**config.mk**
```make
export PLATFORM = sky130hd
export DESIGN_NAME = rsPool
export DESIGN_NICKNAME = d
export VERILOG_FILES = /design/src/rtl/rsPkg.sv /design/src/rtl/rsCtrl.sv /design/src/rtl/rsData.sv /design/src/rtl/rsPool.sv
export SDC_FILE = /design/constraint.sdc
export NUM_CORES = 1
export LEC_CHECK = 0
export ABC_AREA = 1
export BUFFER_PORTS_ARGS = -buffer_cell sky130_fd_sc_hd__buf_2
export CORE_UTILIZATION = 60
export DETAILED_ROUTE_END_ITERATION = 16
export PLACE_DENSITY = 0.9
export SETUP_SLACK_MARGIN = 0.2
export SYNTH_ARGS = -nofsm -noshare
export SYNTH_HDL_FRONTEND = slang
export SYNTH_HIERARCHICAL = 1
export SYNTH_SLANG_ARGS = --single-unit
```
**constraint.sdc**
```tcl
create_clock -name clk -period 12.3 [get_ports clk]
set_input_delay 0.615 -clock clk [delete_from_list [all_inputs] [get_ports clk]]
set_output_delay 0.615 -clock clk [all_outputs]
set_load 0.05 [all_outputs]
```
**src/rtl/rsPkg.sv**
```systemverilog
`timescale 1ns/1ps
package rsPkg;
  localparam int SLOT_COUNT = 4;
  localparam int SLOT_IDX_W = (SLOT_COUNT > 1) ? $clog2(SLOT_COUNT) : 1;

  typedef logic [SLOT_COUNT-1:0] slotVec_t;

  // per-slot one-hot/mask strobes from control to datapath
  typedef struct packed {
    slotVec_t issueSel;
    slotVec_t dispSel;
    slotVec_t freeSel;
    slotVec_t flushSel;
  } rsStrobes_t;
endpackage

```
**src/rtl/rsCtrl.sv**
```systemverilog
`timescale 1ns/1ps
module rsCtrl
  import rsPkg::*;
#(
  parameter int TAG_W = 3
) (
  input  logic                             clk,
  input  logic                             rstN,
  input  logic                             issueValid,
  input  logic                             robHasFree,
  input  logic                             bcastValid,
  input  logic [TAG_W-1:0]                 bcastTag,
  input  logic                             flushValid,
  input  logic [TAG_W-1:0]                 flushTag,
  input  logic [TAG_W-1:0]                 robHead,
  input  slotVec_t                         validVec,
  input  slotVec_t                         busyVec,
  input  slotVec_t                         readyVec,
  input  logic [SLOT_COUNT-1:0][TAG_W-1:0] destTags,
  output rsStrobes_t                       strobes,
  output logic                             issueAccept,
  output logic                             slotFree
);
  logic [SLOT_COUNT-1:0][SLOT_IDX_W-1:0] age;
  logic [SLOT_COUNT-1:0][SLOT_IDX_W-1:0] ageNext;
  logic [SLOT_COUNT-1:0][TAG_W-1:0]      relDest;
  logic [TAG_W-1:0]                      relBranch;
  slotVec_t                              issuePick;
  slotVec_t                              candVec;
  slotVec_t                              keepMask;
  logic                                  found;
  logic [SLOT_IDX_W-1:0]                 bestAge;
  logic [SLOT_IDX_W-1:0]                 rank;

  assign slotFree    = ~&validVec;
  assign issueAccept = issueValid & robHasFree & slotFree & ~flushValid;
  assign candVec     = validVec & ~busyVec & readyVec;
  assign relBranch   = flushTag - robHead;

  // lowest-indexed unoccupied slot
  always_comb begin
    issuePick = '0;
    for (int i = SLOT_COUNT - 1; i >= 0; i--) begin
      if (!validVec[i]) begin
        issuePick    = '0;
        issuePick[i] = 1'b1;
      end
    end
  end

  always_comb begin
    strobes.issueSel = issueAccept ? issuePick : '0;
    strobes.dispSel  = '0;
    found   = 1'b0;
    bestAge = '0;
    for (int i = 0; i < SLOT_COUNT; i++) begin
      relDest[i]          = destTags[i] - robHead;
      strobes.flushSel[i] = flushValid & validVec[i] & (relDest[i] > relBranch);
      strobes.freeSel[i]  = validVec[i] & busyVec[i] & bcastValid & (destTags[i] == bcastTag);
      if (candVec[i] && (!found || age[i] > bestAge)) begin
        strobes.dispSel    = '0;
        strobes.dispSel[i] = 1'b1;
        found   = 1'b1;
        bestAge = age[i];
      end
    end
    if (flushValid) strobes.dispSel = '0;
  end

  // age = rank among surviving slots, shifted by one on issue
  assign keepMask = validVec & ~strobes.freeSel & ~strobes.flushSel;

  always_comb begin
    for (int i = 0; i < SLOT_COUNT; i++) begin
      rank = '0;
      for (int j = 0; j < SLOT_COUNT; j++) begin
        if (keepMask[j] && (age[j] < age[i])) rank = rank + 1'b1;
      end
      ageNext[i] = keepMask[i] ? (rank + SLOT_IDX_W'(issueAccept)) : '0;
    end
  end

  always_ff @(posedge clk or negedge rstN) begin
    if (!rstN) age <= '0;
    else       age <= ageNext;
  end
endmodule

```
**src/rtl/rsData.sv**
```systemverilog
`timescale 1ns/1ps
module rsData
  import rsPkg::*;
#(
  parameter int DATA_W = 16,
  parameter int TAG_W  = 3,
  parameter int OP_W   = 4
) (
  input  logic                             clk,
  input  logic                             rstN,
  input  rsStrobes_t                       strobes,
  input  logic [OP_W-1:0]                  issueOp,
  input  logic                             issueARdy,
  input  logic [DATA_W-1:0]                issueAData,
  input  logic [TAG_W-1:0]                 issueATag,
  input  logic                             issueBRdy,
  input  logic [DATA_W-1:0]                issueBData,
  input  logic [TAG_W-1:0]                 issueBTag,
  input  logic [TAG_W-1:0]                 issueDest,
  input  logic                             bcastValid,
  input  logic [TAG_W-1:0]                 bcastTag,
  input  logic [DATA_W-1:0]                bcastData,
  output slotVec_t                         validVec,
  output slotVec_t                         busyVec,
  output slotVec_t                         readyVec,
  output logic [SLOT_COUNT-1:0][TAG_W-1:0] destTags,
  output logic                             dispValid,
  output logic [OP_W-1:0]                  dispOp,
  output logic [DATA_W-1:0]                dispA,
  output logic [DATA_W-1:0]                dispB,
  output logic [TAG_W-1:0]                 dispDest
);
  typedef struct packed {
    logic              valid;
    logic              busy;
    logic [OP_W-1:0]   op;
    logic              rdyA;
    logic [DATA_W-1:0] valA;
    logic [TAG_W-1:0]  tagA;
    logic              rdyB;
    logic [DATA_W-1:0] valB;
    logic [TAG_W-1:0]  tagB;
    logic [TAG_W-1:0]  dest;
  } slot_t;

  slot_t slots [SLOT_COUNT];
  logic  hitIssueA, hitIssueB;

  assign hitIssueA = bcastValid & (bcastTag == issueATag);
  assign hitIssueB = bcastValid & (bcastTag == issueBTag);

  always_ff @(posedge clk or negedge rstN) begin
    if (!rstN) begin
      for (int i = 0; i < SLOT_COUNT; i++) slots[i] <= '0;
    end else begin
      for (int i = 0; i < SLOT_COUNT; i++) begin
        if (strobes.flushSel[i] || strobes.freeSel[i]) begin
          slots[i].valid <= 1'b0;
          slots[i].busy  <= 1'b0;
        end else if (strobes.issueSel[i]) begin
          slots[i].valid <= 1'b1;
          slots[i].busy  <= 1'b0;
          slots[i].op    <= issueOp;
          slots[i].dest  <= issueDest;
          slots[i].tagA  <= issueATag;
          slots[i].tagB  <= issueBTag;
          slots[i].rdyA  <= issueARdy | hitIssueA;
          slots[i].valA  <= issueARdy ? issueAData : bcastData;
          slots[i].rdyB  <= issueBRdy | hitIssueB;
          slots[i].valB  <= issueBRdy ? issueBData : bcastData;
        end else if (slots[i].valid) begin
          if (strobes.dispSel[i]) slots[i].busy <= 1'b1;
          if (!slots[i].rdyA && bcastValid && slots[i].tagA == bcastTag) begin
            slots[i].rdyA <= 1'b1;
            slots[i].valA <= bcastData;
          end
          if (!slots[i].rdyB && bcastValid && slots[i].tagB == bcastTag) begin
            slots[i].rdyB <= 1'b1;
            slots[i].valB <= bcastData;
          end
        end
      end
    end
  end

  always_comb begin
    dispOp   = '0;
    dispA    = '0;
    dispB    = '0;
    dispDest = '0;
    for (int i = 0; i < SLOT_COUNT; i++) begin
      validVec[i] = slots[i].valid;
      busyVec[i]  = slots[i].busy;
      readyVec[i] = slots[i].rdyA & slots[i].rdyB;
      destTags[i] = slots[i].dest;
      if (strobes.dispSel[i]) begin
        dispOp   = dispOp   | slots[i].op;
        dispA    = dispA    | slots[i].valA;
        dispB    = dispB    | slots[i].valB;
        dispDest = dispDest | slots[i].dest;
      end
    end
  end

  assign dispValid = |strobes.dispSel;
endmodule

```
**src/rtl/rsPool.sv**
```systemverilog
`timescale 1ns/1ps
module rsPool
  import rsPkg::*;
#(
  parameter int DATA_W = 16,
  parameter int TAG_W  = 3,
  parameter int OP_W   = 4
) (
  input  logic              clk,
  input  logic              rstN,
  input  logic              issueValid,
  input  logic              robHasFree,
  input  logic [OP_W-1:0]   issueOp,
  input  logic              issueARdy,
  input  logic [DATA_W-1:0] issueAData,
  input  logic [TAG_W-1:0]  issueATag,
  input  logic              issueBRdy,
  input  logic [DATA_W-1:0] issueBData,
  input  logic [TAG_W-1:0]  issueBTag,
  input  logic [TAG_W-1:0]  issueDest,
  output logic              issueAccept,
  output logic              slotFree,
  input  logic              bcastValid,
  input  logic [TAG_W-1:0]  bcastTag,
  input  logic [DATA_W-1:0] bcastData,
  output logic              dispValid,
  output logic [OP_W-1:0]   dispOp,
  output logic [DATA_W-1:0] dispA,
  output logic [DATA_W-1:0] dispB,
  output logic [TAG_W-1:0]  dispDest,
  input  logic              flushValid,
  input  logic [TAG_W-1:0]  flushTag,
  input  logic [TAG_W-1:0]  robHead
);
  rsStrobes_t                       strobes;
  slotVec_t                         validVec, busyVec, readyVec;
  logic [SLOT_COUNT-1:0][TAG_W-1:0] destTags;

  rsCtrl #(.TAG_W(TAG_W)) u_ctrl (
    .clk(clk), .rstN(rstN),
    .issueValid(issueValid), .robHasFree(robHasFree),
    .bcastValid(bcastValid), .bcastTag(bcastTag),
    .flushValid(flushValid), .flushTag(flushTag), .robHead(robHead),
    .validVec(validVec), .busyVec(busyVec), .readyVec(readyVec),
    .destTags(destTags), .strobes(strobes),
    .issueAccept(issueAccept), .slotFree(slotFree)
  );

  rsData #(.DATA_W(DATA_W), .TAG_W(TAG_W), .OP_W(OP_W)) u_data (
    .clk(clk), .rstN(rstN), .strobes(strobes),
    .issueOp(issueOp),
    .issueARdy(issueARdy), .issueAData(issueAData), .issueATag(issueATag),
    .issueBRdy(issueBRdy), .issueBData(issueBData), .issueBTag(issueBTag),
    .issueDest(issueDest),
    .bcastValid(bcastValid), .bcastTag(bcastTag), .bcastData(bcastData),
    .validVec(validVec), .busyVec(busyVec), .readyVec(readyVec),
    .destTags(destTags),
    .dispValid(dispValid), .dispOp(dispOp), .dispA(dispA), .dispB(dispB),
    .dispDest(dispDest)
  );
endmodule

```
==> flow_summary.json, run 1 <==
{
  "tritoncts": "built",
  "synth_xor_area_share_pct": 1.14,
  "crit_arrival_ns": 6.08,
  "synth.largest_area_cell": "dfrtp_1",
  "ys_seq_elements": 204,
  "synth.area.top_cells": "dfrtp_1 (39%), nand2_1 (20%), o21ai_0 (7.9%), nand3_1 (6.1%), ha_1 (4.1%)",
  "wl_per_cell_um": 18.8,
  "path_class": "reg -> out",
  "layout-drive-gt1-share_pct": 14.2,
  "met3_usage_pct": 7.06,
  "clk_latency_ns": 0.53,
  "r2r-start": "u_data/validVec[0]",
  "final_common_cell": "nand2_1",
  "cts_setup_buffers": 0,
  "cts_root_buffer": "clkbuf_16",
  "start_util_pct": 61.6,
  "vias": 13400,
  "synth_cell_types": 37,
  "dp_hpwl_um": 25900,
  "cp-end-kind": "output port",
  "critical_path_required_ns": 11.69,
  "synth_top_cell_area_share_pct": 39.2,
  "holdBufCountCts": 0,
  "drtPass1Iterations": 8,
  "use_met2_pct": 58.4,
  "postSynth.asyncResetShare_pct": 100,
  "skew_ns": 0.0202,
  "finalMaxSlewViolations": 0,
  "hold_path_class": "in -> async",
  "antenna_found_initial": 0,
  "synth_compound_gate_area_share_pct": 9.32,
  "diodes": 0,
  "fin_crit_ns": 6.69,
  "synth_nets": 1956,
  "slowest_delay_ns": 1.03,
  "areaGrowthSynthToFinish_pct": 9.16,
  "finalHoldViolations": 0,
  "synth_edf_count": 0,
  "status": "finished clean",
  "period_share_pct": 54.4,
  "rsz0062_at_grt": "false",
  "place.gp.congestion": 0.934,
  "die_y_um": 149,
  "synth_fa_ha_area_share_pct": 4.89,
  "route.detailed.drc": 0,
  "top_usage_layer": "met2",
  "grt_overflow": 0,
  "fp.dieW_um": 149,
  "cts_resized": 0,
  "yosys_warnings": 6,
  "coreArea_mm2": 0.0212,
  "timing.hold.ws_ns": 0.231,
  "grt_max_degree": 124,
  "peakVddDrop_mv": 0.130,
  "slew_headroom_pct": 13.1,
  "max_freq_ghz": 0.149,
  "grtUsageTotal_pct": 36.8,
  "synth_top_family_by_area": "simple AND/OR/NAND/NOR gates",
  "viasPerCell": 6.21,
  "num_rows": 53,
  "final_cell_mix": "nand2_1 (699), o21ai_0 (205), dfrtp_1 (204), nand3_1 (159), inv_1 (120)",
  "cts_buffer_depth": 3,
  "start_kind": "register",
  "htreeDepth": 1,
  "synthCells": 1830,
  "seq_area_frac_synth_pct": 39.2,
  "fin_nets": 1999,
  "r2r.worst_path.cells": 29,
  "power_density_mw_per_mm2": 201,
  "fin_setup_tns_ns": 0,
  "synth-simple-area-share_pct": 36.9,
  "cap_violations": 0,
  "worst_pin_slew_ns": 1.30,
  "syn_area_mm2": 0.0130,
  "finalSetupViolCount": 0,
  "reg2reg_to": "u_data/busyVec[1]",
  "r2r_setup_slack_ns": 6.92,
  "postRouteAntennaNets": 0,
  "cts.sinks": 204,
  "crit_slowest_cell": "nor2_4",
  "avgSynthCellArea_um2": 7.12,
  "met1_usage_pct": 46.4,
  "die_area_mm2": 0.0223,
  "port_buffers": 119,
  "grt_pass1_vias": 13000,
  "drt_first_iter_violations": 1882,
  "synth_ff_type": "dfrtp_1",
  "cp_max_fo": 41,
  "synth_mux_area_share_pct": 0,
  "p_leak_nw": 7.42,
  "grt_pass1_wl_um": 64300,
  "wirelength_um": 40700,
  "path_clk_slew_ns": 0.06,
  "cts_inserted_buffers": 24,
  "ios": 120
}
flip-flops by register name, indices dropped and copies added, names as in the netlist:
signal,count
u_data/validVec,4
u_ctrl/age,8
u_data/destTags,12
u_data/busyVec,4
u_data/slots,176
power breakdown:
group / internal (mW) / leakage [nW] / switching, mW
Sequential: 0.964 / 2.61 / 0.224
Combinational: 0.335 / 4.43 / 0.645
Clock: 0.408 / 0.371 / 0.278
cells by family (layout without fill, tap and decap cells):
| kind of cell | after synthesis | after routing |
|---|---|---|
| buffers and inverters | 244 | 299 |
| DFF | 204 | 204 |
| AOI/OAI and AO/OA | 242 | 242 |
| and+or+nand+nor | 1075 | 1075 |
| xor gates and xnor gates | 17 | 17 |
| adders and majority gates | 48 | 48 |
per-stage QoR:
stage	util, %	instance area, um2	setup slack, ns	total power [mW]	instances
detailed placement	63.7	13500	6.35	2.14	2122
global route	67.3	14200	5.09	3.03	2160
finish	67.3	14200	5.61	2.85	2160
CTS	67.3	14200	5.78	2.83	2160
floorplan	-	13000	7.54	1.90	1830
global placement	63.7	13500	6.52	2.09	2122
synthesized netlist by cell type, drive strengths merged (3+ instances only):
cell type and number:
a21oi 22, buf 53, clkbuf 57, dfrtp 204, fa 5, ha 43, inv 133, nand2 726
nand3 177, nand4 50, nor2 74, nor3 5, nor4 3, o21ai 219, or2 36, xnor2 12
xor2 5
worst max-delay path by stage:
stage	from	cells after the start	slack (ns)	to
2_1_floorplan	u_data/busyVec[0]	32	7.54	dispOp[2]
3_3_place_gp	u_data/validVec[0]	30	6.52	dispB[15]
3_5_place_dp	u_data/validVec[0]	30	6.35	dispA[15]
4_1_cts	u_data/validVec[0]	30	5.78	dispA[15]
5_1_grt	u_data/validVec[0]	30	5.09	dispA[13]
6_report	u_data/validVec[0]	30	5.61	dispA[13]
routing by layer:
| layer | vias up | wire length (um) |
|---|---|---|
| li1 | 5980 | - |
| met2 | 993 | 18400 |
| met1 | 6171 | 15200 |
| met3 | 268 | 4460 |
| met5 | - | 0 |
| met4 | 0 | 2590 |
worst max-delay path, delay by kind of cell, from the launching register on:
kind	cells	cell delay, ns
AND/OR/NAND/NOR	14	2.55
AO/OA/AOI/OAI	7	0.99
adder cells (fa/ha/maj)	3	0.84
buffers and inverters	6	0.65
flip-flops	1	0.50
layout make-up:
type,instances,area [um2]
clock buffer,36,737
inverter,134,510
sequential,204,5100
multi-input combinational,1382,6860
timing repair buffer,127,664
clock inverter,2,13.8
tap,275,344
fill,1780,6920
Note: power is estimated with default switching activity, not from simulation.
==> inputs of run 2 (changes only) <==
--- a/config.mk
+++ b/config.mk
@@ -5,11 +5,11 @@
 export SDC_FILE = /design/constraint.sdc
 export NUM_CORES = 1
 export LEC_CHECK = 0
-export ABC_AREA = 1
+export ABC_AREA = 0
 export BUFFER_PORTS_ARGS = -buffer_cell sky130_fd_sc_hd__buf_2
 export CORE_UTILIZATION = 60
 export DETAILED_ROUTE_END_ITERATION = 16
-export PLACE_DENSITY = 0.9
+export PLACE_DENSITY = 0.91
 export SETUP_SLACK_MARGIN = 0.2
 export SYNTH_ARGS = -nofsm -noshare
 export SYNTH_HDL_FRONTEND = slang
==> constraint.sdc (replaced) <==
create_clock -name clk -period 6.6 [get_ports clk]
set_input_delay 0.33 -clock clk [delete_from_list [all_inputs] [get_ports clk]]
set_output_delay 0.33 -clock clk [all_outputs]
set_load 0.05 [all_outputs]
==> flow_summary.json, run 2 <==
{
  "violations": "negative hold slack",
  "power_frac_comb_pct": 39.0,
  "grt_pass1_wl_um": 53500,
  "post-place-cells": 1482,
  "power_density_mw_per_mm2": 391,
  "viasPerCell": 6.26,
  "areaGrowthSynthToFinish_pct": 10.7,
  "hold_path_class": "in -> async",
  "synth_ff_type": "dfrtp_1",
  "ys_seq_elements": 204,
  "critical_path_required_ns": 6.27,
  "cp-end-kind": "output port",
  "largest_reg_flops": 176,
  "finalSetupViolCount": 0,
  "grtUsageTotal_pct": 31.4,
  "crit_arrival_ns": 5.78,
  "worst_pin_slew_ns": 1.10,
  "drt_first_iter_violations": 930,
  "rsz0062_at_grt": "false",
  "wirelength_um": 34400,
  "synth_nets": 1278,
  "synth_mux_area_share_pct": 25.8,
  "holdBufCountCts": 0,
  "fin_crit_ns": 6.11,
  "synth_top_cell_area_share_pct": 39.8,
  "path_class": "reg -> out",
  "coreArea_mm2": 0.0210,
  "syn_area_mm2": 0.0128,
  "htreeDepth": 1,
  "avgSynthCellArea_um2": 11.1,
  "place.gp.congestion": 0.858,
  "path_clk_slew_ns": 0.06,
  "period_share_pct": 92.6,
  "fin_setup_tns_ns": 0,
  "p_leak_nw": 6.76,
  "num_rows": 53,
  "crit_path_start": "u_data/slots[169]",
  "peakVddDrop_mv": 0.254,
  "yosys_warnings": 6,
  "synth_cell_types": 54,
  "grt_max_degree": 126,
  "die_y_um": 148,
  "synth_common_cells": "nand2_1 (219), dfrtp_1 (204), mux2_2 (186)",
  "status": "finished, violations left",
  "cts.sinks": 204,
  "tritoncts": "built",
  "seq_area_frac_synth_pct": 39.8,
  "power.net_switching_mw": 2.13,
  "max_freq_ghz": 0.164,
  "fin_nets": 1370,
  "cts_inserted_buffers": 22,
  "route.detailed.drc": 0,
  "drtPass1Iterations": 5,
  "fin_cells": 1535,
  "swShare_pct": 38.4,
  "antenna_found_initial": 2,
  "grt_pass1_vias": 9902,
  "fp.dieW_um": 148,
  "ios": 120,
  "synth_edf_count": 0,
  "skew_ns": 0.0259,
  "finalHoldViolations": 15,
  "synth.largest_area_cell": "dfrtp_1",
  "layout-drive-gt1-share_pct": 38.0,
  "timing.hold.ws_ns": -0.0494,
  "final_common_cell": "nand2_1",
  "p_seq_share_pct": 39.4,
  "start_kind": "register",
  "cp_max_fo": 12,
  "wl_per_cell_um": 22.4,
  "synth_xor_area_share_pct": 4.34,
  "synth_fa_ha_area_share_pct": 4.98,
  "clock_power_share_pct": 21.7,
  "cap_violations": 0,
  "place_area_mm2": 0.0133,
  "start_util_pct": 61.2,
  "grt_overflow": 0,
  "synth.area.top_cells": "dfrtp_1 (40%), mux2_2 (16%), mux2_4 (9.4%), nand2_1 (6.4%), a22oi_1 (4.6%)",
  "clk_latency_ns": 0.52,
  "stdcell_area_mm2": 0.0142,
  "finalMaxSlewViolations": 0,
  "synthCells": 1152,
  "r2r-start": "u_data/slots[169]",
  "cts_root_buffer": "clkbuf_16",
  "postRouteAntennaNets": 0,
  "final_cell_mix": "nand2_1 (219), dfrtp_1 (203), mux2_2 (186), buf_2 (106), mux2_4 (80)",
  "postSynth.asyncResetShare_pct": 100,
  "dp_hpwl_um": 21800,
  "regMostFlops": "u_data/slots",
  "yosysMostFrequentCell": "nand2_1",
  "synth-simple-area-share_pct": 11.3,
  "cts_buffer_depth": 3,
  "p_total_mw": 5.55,
  "vias": 9613,
  "die_area_mm2": 0.0220,
  "p_int_mw": 3.42,
  "synth_top_family_by_area": "multiplexers",
  "port_buffers": 119,
  "synth_compound_gate_area_share_pct": 8.45,
  "slew_headroom_pct": 26.3
}
run 2: changes by cell type in the layout (fill, tap and decap cells not counted), moves of 26 or more:
cell	previous run	this run
nand3_1	159	8
nor2_1	59	14
or2_2	33	1
nand4_1	50	7
mux2_2	0	186
nand2_1	699	219
inv_1	120	41
a22oi_1	0	78
mux2_4	0	80
o21ai_0	205	5
xnor2_1	12	38
run 2: worst paths after layout:
kind,endpoint,slack (ns),depth (start not counted)
min in group clk,u_data/slots[92],0.05,3
setup reg to reg,u_data/busyVec[1],1.33,26
max in group asynchronous,u_data/slots[80],5.00,2
setup / recovery,dispOp[2],0.49,27
hold reg to reg,u_data/slots[46],0.48,2
hold / removal,u_data/slots[164],-0.05,1
run 2: stage by stage:
step	setup slack [ns]	util, %
floorplan	1.55	-
global placement	0.966	63.6
detailed placement	0.607	63.6
CTS	0.228	67.2
global route	0.191	67.7
finish	0.489	67.7
run 2: repair_timing:
action / CTS / global route
pin swaps: 3 / 4
gates cloned: 2 / 0
gates resized for setup: 7 / 18
buffers inserted: 2 / 9
endpoints found under the setup margin: 36 / 40
run 2: cell families after synthesis:
logic type	Yosys count
AO/OA/AOI/OAI	141
XOR/XNOR	61
adder cells (fa/ha/maj)	48
buffers and inverters	113
flip-flops	204
multiplexers	267
AND/OR/NAND/NOR	318
run 2: cell type report:
| cell class | instances | area (um2) |
|---|---|---|
| Tap cell | 275 | 344 |
| Sequential cell | 204 | 5110 |
| Clock buffer | 29 | 607 |
| Antenna cell | 1 | 2.50 |
| Fill cell | 1476 | 6760 |
| Timing Repair Buffer | 138 | 802 |
| Clock inverter | 10 | 92.6 |
| Inverter | 41 | 154 |
| Multi-Input combinational cell | 837 | 7090 |
run 2: power by group through the flow:
stage	clock (mW)	sequential, mW	combinational (mW)
after detailed placement	0	2.16	2.03
after floorplan	0	2.00	1.72
after global placement	0	2.13	1.95
after global routing	1.26	2.23	2.32
final	1.20	2.19	2.16
after CTS	1.21	2.16	2.08
run 2: routing by layer:
metal | vias to the layer above | share of wire (%) | global-route usage (%)
met5 | - | 0.038 | 0
li1 | 4208 | - | -
met1 | 4779 | 40 | 40.1
met4 | 2 | 4.0 | 13.4
met3 | 108 | 7.7 | 6.50
met2 | 516 | 48 | 51.9
run 2: worst max-delay path, stage by stage (launching register included):
cell,delay [ns]
dfrtp_1,0.41
and2_1,0.15
nand2_1,0.11
nor2_4,0.13
nand2_1,0.07
ha_1,0.30
nor2b_1,0.14
o21ai_1,0.18
a21oi_2,0.11
buf_4,0.15
nor2_1,0.10
a21oi_1,0.06
ha_1,0.31
nor2b_1,0.13
o21ai_0,0.12
a21oi_2,0.25
mux2_2,0.37
ha_1,0.29
nor2b_1,0.14
o21ai_1,0.19
a21oi_1,0.12
nor3_2,0.26
buf_4,0.18
and2_4,0.28
buf_4,0.26
a22oi_1,0.11
nand2_1,0.07
buf_2,0.25
